$ cat config.mk
export PLATFORM = sky130hd
export DESIGN_NAME = irq_route_regs
export DESIGN_NICKNAME = d
export VERILOG_FILES = /design/src/rtl/irq_rr_pkg.sv /design/src/rtl/irq_rr_rst_sync.sv /design/src/rtl/irq_rr_lanes.sv /design/src/rtl/irq_rr_entry.sv /design/src/rtl/irq_route_regs.sv
export SDC_FILE = /design/constraint.sdc
export NUM_CORES = 2
export LEC_CHECK = 0
export ABC_CLOCK_PERIOD_IN_PS = 48700
export BUFFER_PORTS_ARGS = -buffer_cell sky130_fd_sc_hd__buf_2
export CAP_MARGIN = 20
export CORE_UTILIZATION = 50
export DETAILED_ROUTE_END_ITERATION = 6
export PLACE_DENSITY = 0.66
export SYNTH_ARGS = -nofsm -noshare
export SYNTH_HDL_FRONTEND = slang
export SYNTH_SLANG_ARGS = --single-unit
$ cat constraint.sdc
create_clock -name clk -period 48.7 [get_ports clk]
set_input_delay 7.305 -clock clk [delete_from_list [all_inputs] [get_ports clk]]
set_output_delay 7.305 -clock clk [all_outputs]
set_load 0.01 [all_outputs]
$ cat src/rtl/irq_rr_pkg.sv
package irq_rr_pkg;
  localparam int F_POL  = 13;
  localparam int F_RIRR = 14;
  localparam int F_TRIG = 15;
  localparam int F_MASK = 16;

  localparam logic [7:0] OFS_SEL = 8'h00;
  localparam logic [7:0] OFS_WIN = 8'h10;

  localparam logic [7:0] SEL_ID  = 8'h00;
  localparam logic [7:0] SEL_VER = 8'h01;
  localparam logic [7:0] SEL_ARB = 8'h02;
  localparam logic [7:0] SEL_TBL = 8'h10;

  localparam logic [63:0] ENTRY_RST = 64'h0000_0000_0001_0000;

  typedef enum logic [1:0] {
    SZ_1B = 2'd0,
    SZ_2B = 2'd1,
    SZ_4B = 2'd2,
    SZ_8B = 2'd3
  } acc_size_e;
endpackage

$ cat src/rtl/irq_rr_rst_sync.sv
module irq_rr_rst_sync (
  input  logic clk,
  input  logic arst_n,
  output logic rst_n_o
);
  logic [1:0] stage_q;

  always_ff @(posedge clk or negedge arst_n) begin
    if (!arst_n) stage_q <= 2'b00;
    else         stage_q <= {stage_q[0], 1'b1};
  end

  assign rst_n_o = stage_q[1];
endmodule

$ cat src/rtl/irq_rr_lanes.sv
module irq_rr_lanes
  import irq_rr_pkg::*;
(
  input  acc_size_e   size_i,
  input  logic [63:0] wdata_i,
  input  logic [31:0] rval_i,
  output logic [31:0] wval_o,
  output logic [63:0] rdata_o
);
  logic unused_hi;
  assign unused_hi = ^wdata_i[63:32];

  always_comb begin
    case (size_i)
      SZ_1B: begin
        wval_o  = {24'h0, wdata_i[7:0]};
        rdata_o = {56'h0, rval_i[7:0]};
      end
      SZ_2B: begin
        wval_o  = {16'h0, wdata_i[15:0]};
        rdata_o = {48'h0, rval_i[15:0]};
      end
      default: begin
        wval_o  = wdata_i[31:0];
        rdata_o = {32'h0, rval_i};
      end
    endcase
  end
endmodule

$ cat src/rtl/irq_rr_entry.sv
module irq_rr_entry
  import irq_rr_pkg::*;
(
  input  logic        clk,
  input  logic        rst_n,
  input  logic        wr_en_i,
  input  logic        wr_hi_i,
  input  logic [31:0] wval_i,
  input  logic        irr_i,
  output logic [63:0] ent_o,
  output logic        mask_chg_o,
  output logic        mask_new_o,
  output logic        svc_o
);
  logic [63:0] ent_q;
  logic [63:0] merged;
  logic [63:0] ent_d;

  always_comb begin
    merged = ent_q;
    if (wr_hi_i) begin
      merged[63:32] = wval_i;
    end else begin
      merged[31:0]  = wval_i;
      merged[F_RIRR] = 1'b0;
    end
    svc_o      = wr_en_i && merged[F_TRIG] && !merged[F_MASK] && irr_i;
    mask_chg_o = wr_en_i && (merged[F_MASK] != ent_q[F_MASK]);
    mask_new_o = merged[F_MASK];
    ent_d      = merged;
    if (svc_o) ent_d[F_RIRR] = 1'b1;
  end

  always_ff @(posedge clk or negedge rst_n) begin
    if (!rst_n)       ent_q <= ENTRY_RST;
    else if (wr_en_i) ent_q <= ent_d;
  end

  assign ent_o = ent_q;
endmodule

$ cat src/rtl/irq_route_regs.sv
module irq_route_regs
  import irq_rr_pkg::*;
#(
  parameter int         NPINS   = 24,
  parameter int         ADDR_W  = 12,
  parameter logic [7:0] VERSION = 8'h11,
  localparam int        PIN_W   = (NPINS > 1) ? $clog2(NPINS) : 1
) (
  input  logic              clk,
  input  logic              rst_n,
  input  logic              req_valid,
  input  logic              req_write,
  input  logic [ADDR_W-1:0] req_addr,
  input  logic [1:0]        req_size,
  input  logic [63:0]       req_wdata,
  input  logic [NPINS-1:0]  pin_level,
  output logic              rd_valid,
  output logic [63:0]       rd_data,
  output logic              mask_evt,
  output logic [PIN_W-1:0]  mask_pin,
  output logic              mask_val,
  output logic              svc_req,
  output logic [PIN_W-1:0]  svc_pin
);
  localparam logic [7:0] MAX_PIN = 8'(NPINS - 1);

  logic rst_sync_n;
  irq_rr_rst_sync u_rst (.clk(clk), .arst_n(rst_n), .rst_n_o(rst_sync_n));

  logic [7:0] ofs;
  logic       is_sel, is_win;
  logic       unused_addr;
  assign ofs    = req_addr[7:0];
  assign is_sel = (ofs == OFS_SEL);
  assign is_win = (ofs == OFS_WIN);
  generate
    if (ADDR_W > 8) begin : g_hi_addr
      assign unused_addr = ^req_addr[ADDR_W-1:8];
    end else begin : g_no_hi_addr
      assign unused_addr = 1'b0;
    end
  endgenerate

  logic [7:0] sel_q, sel_d;
  logic [3:0] id_q, id_d;
  logic [NPINS-1:0] irr_q, irr_d;
  logic        rd_valid_q;
  logic [63:0] rd_data_q;
  logic        mask_evt_q, mask_val_q, svc_q;
  logic [PIN_W-1:0] mask_pin_q, svc_pin_q;

  logic [31:0] wval;
  logic [31:0] rval;
  logic [63:0] rdata_fmt;

  irq_rr_lanes u_lanes (
    .size_i (acc_size_e'(req_size)),
    .wdata_i(req_wdata),
    .rval_i (rval),
    .wval_o (wval),
    .rdata_o(rdata_fmt)
  );

  logic [7:0]       idx_full;
  logic             idx_ok;
  logic [PIN_W-1:0] idx_sel;
  assign idx_full = (sel_q - SEL_TBL) >> 1;
  assign idx_ok   = (sel_q >= SEL_TBL) && ({24'h0, idx_full} < 32'(NPINS));
  assign idx_sel  = idx_ok ? idx_full[PIN_W-1:0] : '0;

  logic wr_req, rd_req, win_wr;
  assign wr_req = req_valid && req_write;
  assign rd_req = req_valid && !req_write;
  assign win_wr = wr_req && is_win;

  logic [63:0]      ent_q [NPINS];
  logic [NPINS-1:0] ent_wr, chg_vec, newm_vec, svc_vec;

  generate
    for (genvar i = 0; i < NPINS; i++) begin : g_ent
      assign ent_wr[i] = win_wr && idx_ok && (idx_sel == PIN_W'(i));
      irq_rr_entry u_ent (
        .clk       (clk),
        .rst_n     (rst_sync_n),
        .wr_en_i   (ent_wr[i]),
        .wr_hi_i   (sel_q[0]),
        .wval_i    (wval),
        .irr_i     (irr_q[i]),
        .ent_o     (ent_q[i]),
        .mask_chg_o(chg_vec[i]),
        .mask_new_o(newm_vec[i]),
        .svc_o     (svc_vec[i])
      );
      assign irr_d[i] = pin_level[i] ^ ent_q[i][F_POL];
    end
  endgenerate

  logic [31:0] win_val;
  always_comb begin
    case (sel_q)
      SEL_ID, SEL_ARB: win_val = {4'h0, id_q, 24'h0};
      SEL_VER:         win_val = {8'h00, MAX_PIN, 8'h00, VERSION};
      default: begin
        if (idx_ok) win_val = sel_q[0] ? ent_q[idx_sel][63:32] : ent_q[idx_sel][31:0];
        else        win_val = 32'hFFFF_FFFF;
      end
    endcase
  end

  always_comb begin
    if (is_sel)      rval = {24'h0, sel_q};
    else if (is_win) rval = win_val;
    else             rval = 32'h0;
  end

  logic evt_any, evt_val, svc_any;
  always_comb begin
    evt_any = |chg_vec;
    svc_any = |svc_vec;
    evt_val = 1'b0;
    for (int i = 0; i < NPINS; i++) begin
      if (chg_vec[i]) evt_val = newm_vec[i];
    end
  end

  always_comb begin
    sel_d = sel_q;
    id_d  = id_q;
    if (wr_req && is_sel) sel_d = wval[7:0];
    if (win_wr && (sel_q == SEL_ID)) id_d = wval[27:24];
  end

  always_ff @(posedge clk or negedge rst_sync_n) begin
    if (!rst_sync_n) begin
      sel_q      <= '0;
      id_q       <= '0;
      irr_q      <= '0;
      rd_valid_q <= 1'b0;
      rd_data_q  <= '0;
      mask_evt_q <= 1'b0;
      mask_val_q <= 1'b0;
      mask_pin_q <= '0;
      svc_q      <= 1'b0;
      svc_pin_q  <= '0;
    end else begin
      sel_q      <= sel_d;
      id_q       <= id_d;
      irr_q      <= irr_d;
      rd_valid_q <= rd_req;
      if (rd_req) rd_data_q <= rdata_fmt;
      mask_evt_q <= evt_any;
      svc_q      <= svc_any;
      if (evt_any) begin
        mask_pin_q <= idx_sel;
        mask_val_q <= evt_val;
      end
      if (svc_any) svc_pin_q <= idx_sel;
    end
  end

  assign rd_valid = rd_valid_q;
  assign rd_data  = rd_data_q;
  assign mask_evt = mask_evt_q;
  assign mask_pin = mask_pin_q;
  assign mask_val = mask_val_q;
  assign svc_req  = svc_q;
  assign svc_pin  = svc_pin_q;
endmodule

==> flow_summary_export.csv <==
group,metric,value,unit
layout,multi_input_area,28900,um2
critical_path,cp_max_fo,22,
power_and_ir_drop,pwr-share-seq,49.8,%
critical_path,crit_path_cell_trace,"buf_2 > nor2b_1 > o21ai_1 > a21oi_1 > a21oi_1 > o311ai_0 > or4_1 > nor4_4 > mux2_2",
drt,via_per_inst,6.39,
logic_synthesis,avgSynthCellArea,9.90,um2
sta,timing.fmax,92.6,MHz
power_and_ir_drop,p_comb_share,3.5,%
floorplanning,die_w,382,um
placement,port_buffers,115,
clock_network,clockBufferDepth,3,
sta,post-route-period-util,22.2,%
logic_synthesis,synth.most_common_cell,"dfrtp_1",
drt,drt_pass1_iterations,7,
logic_synthesis,synth_cells,7308,
layout,seq_area,40600,um2
critical_path,cpPeakStageDelay,0.96,ns
floorplanning,die_area,146000,um2
clock_network,cts-resized-gates,0,
logic_synthesis,synth_warnings,0,
clock_network,postCtsHoldBufs,0,
global_routing,grt_pass1_vias,55866,
clock_network,htreeDepth,4,
power_and_ir_drop,clkPwrFrac,46.8,%
power_and_ir_drop,netSwitchingPower,628,uW
hold_path,hold_class,"flop to flop",
critical_path,cp_common_cell,"a21oi_1",
drt,ant_nets,0,
sta,tns,0,ns
layout,syn_to_final_growth,9.78,%
placement,hpwl,142000,um
layout,fill_cells,12611,
logic_synthesis,ys.flop_type,"dfrtp_1",
drt,drc_errors,50,
drt,drtIter0Drc,6562,
sta,tightest_slew,1.20,ns
logic_synthesis,ys_async_sr_fraction,100,%
critical_path,start_kind,"input port",
floorplanning,core_area,144000,um2
drt,vias,58038,
floorplanning,num_rows,139,
critical_path,slowest_stage,"o21ai_1",
clock_network,cts_setup_buffers,0,
critical_path,cp-end-kind,"flop",
power_and_ir_drop,vdd_drop_max,0.0372,mV
global_routing,grt_overflow_total,0,
sta,slew_headroom,19.2,%
logic_synthesis,netlist_top_cells_count,"dfrtp_1 (1,596), nand2_1 (1,542), o21ai_0 (1,285)",
drt,routed_wl,249000,um
power_and_ir_drop,p_leak,0.0351,uW
layout,drive_gt1_share,14.5,%
floorplanning,die_h,382,um
global_routing,antenna_found_initial,16,
logic_synthesis,synth-edff-count,0,
sta,whs,0.349,ns
power_and_ir_drop,internal_power,2090,uW
clock_network,cts_made_buffers,169,
sta,timing.final.hold_violations,0,
sta,rsz0062_at_grt,"false",
logic_synthesis,synth_seq_area_share,56.1,%
layout,final_nets,7153,
power_and_ir_drop,power.density,34.2,nW/um2
logic_synthesis,syn-cell-area,72400,um2
logic_synthesis,synth-seq-cells,1620,
logic_synthesis,yosys.area.top_type,"dfrtp_1",
job,maxCapViolCount,0,
clock_network,clkSinkCount,1620,
clock_network,clock-root-buffer,"clkbuf_16",
global_routing,grt_max_degree,169,
critical_path,cp.arrival,11.50,ns
sta,fin_crit,10.80,ns
critical_path,criticalPathCategory,"input port to flop",
logic_synthesis,yosysTopAreaCellShare,55.2,%
sta,setup_viol,0,
logic_synthesis,yosys-top-cells-area,"dfrtp_1 (55%), o21ai_0 (8.9%), nand2_1 (8.0%)",
placement,gp_congestion,0.965,
clock_network,cts_tree,"built",
sta,finalClockSkew,0.0252,ns
sta,slew_viol_final,0,
floorplanning,start_util,50.4,%
clock_network,clkTransAtPathRegs,0.06,ns
logic_synthesis,synth_cell_types,88,
global_routing,grt_usage,34.0,%
power_and_ir_drop,switching_share,23.1,%
global_routing,grt_pass1_wl,371000,um
run_status,violations,"DRC",
clock_network,clk_latency,0.82,ns
critical_path,worstPathRequired,49.39,ns
run_status,status,"finished with violations",
drt,routedWlPerCell,27.4,um
floorplanning,ios,184,
critical path: cells and delay by family:
family	cells	cell delay [ns]
multiplexers	1	0.41
AND/OR/NAND/NOR	3	1.32
AO/OA/AOI/OAI	4	1.83
buffers and inverters	1	0.61
through the flow:
| stage | cell area [um2] | total power [uW] | std cells | util (%) | worst slack, ns |
|---|---|---|---|---|---|
| 2_1_floorplan | 72500 | 1430 | 7339 | - | 0.240 |
| 3_3_place_gp | 73900 | 1470 | 8766 | 51.4 | 37.32 |
| 3_5_place_dp | 73900 | 1470 | 8769 | 51.5 | 37.26 |
| 4_1_cts | 79300 | 2730 | 9065 | 55.2 | 38.09 |
| 5_1_grt | 79400 | 2790 | 9073 | 55.3 | 37.91 |
| 6_report | 79400 | 2720 | 9081 | 55.3 | 37.90 |
final cells by class:
type	count	area share, %
repair buffers	296	2.66
flip-flops and latches	1620	51.1
multi-input cells	4942	36.4
diodes	8	0.0252
clock inverters	42	0.472
well taps	1903	3.00
inverters	16	0.0756
clock buffers	254	6.30
flip-flops by register name (all words and copies together) (netlist names):
| name | count |
|---|---|
| sel_q | 8 |
| irr_q | 24 |
| rd_data | 32 |
| rd_valid | 1 |
| mask_evt | 1 |
| mask_pin | 5 |
| u_rst.stage_q | 2 |
| svc_pin | 5 |
| svc_req | 1 |
| mask_val | 1 |
| g_ent.u_ent.ent_o | 1536 |
| id_q | 4 |
metal layers:
layer | GRT usage, % | vias up | share of wire [%]
li1 | - | 25280 | -
met4 | 15.2 | 14 | 4.6
met5 | 0 | - | 0.038
met3 | 8.00 | 650 | 10
met2 | 51.2 | 3020 | 44
met1 | 46.9 | 29074 | 41
cells in the final DEF, fill, tap and decap left out, drive strengths merged, types with 71 or more instances in the layout:
cell / instances
mux2i: 86
mux2: 343
o21ai: 1297
o22ai: 100
a21oi: 255
nand2: 1543
buf: 292
a221oi: 134
dfrtp: 1596
nor2: 237
a22oi: 158
clkbuf: 258
nand3: 71
a22o: 139
worst paths after layout:
check,slack (ns),startpoint,depth (start not counted),to
hold / removal,0.35,u_rst.stage_q[0],0,u_rst.stage_q[1]
setup / recovery,37.90,req_size[1],9,svc_pin[1]
setup reg to reg,43.24,sel_q[2],12,rd_data[20]
min in group asynchronous,0.48,u_rst.stage_q[1],0,g_ent[7].u_ent.ent_o[7]
hold reg to reg,0.35,u_rst.stage_q[0],0,u_rst.stage_q[1]
max in group asynchronous,42.32,rst_n,1,u_rst.stage_q[1]
logic make-up (layout without fill, tap and decap cells):
group,count (synthesis),in the layout,share of synthesized area (%)
AND/OR/NAND/NOR,2065,2065,11.7
adder cells (fa/ha/maj),2,2,0.0346
other,2,41,0.0104
XOR/XNOR,28,28,0.339
buffers and inverters,777,608,4.52
multiplexers,466,466,7.68
AO/OA/AOI/OAI,2348,2348,19.6
flip-flops,1620,1620,56.1
power groups by stage:
stage,Sequential (uW),Combinational (uW),Clock (uW)
finish,1350,94.4,1270
global route,1350,102,1340
CTS,1350,92.2,1280
detailed placement,1380,92.0,0
global placement,1380,90.8,0
floorplan,1400,37.6,0
Power figures use the tool's default switching activity.
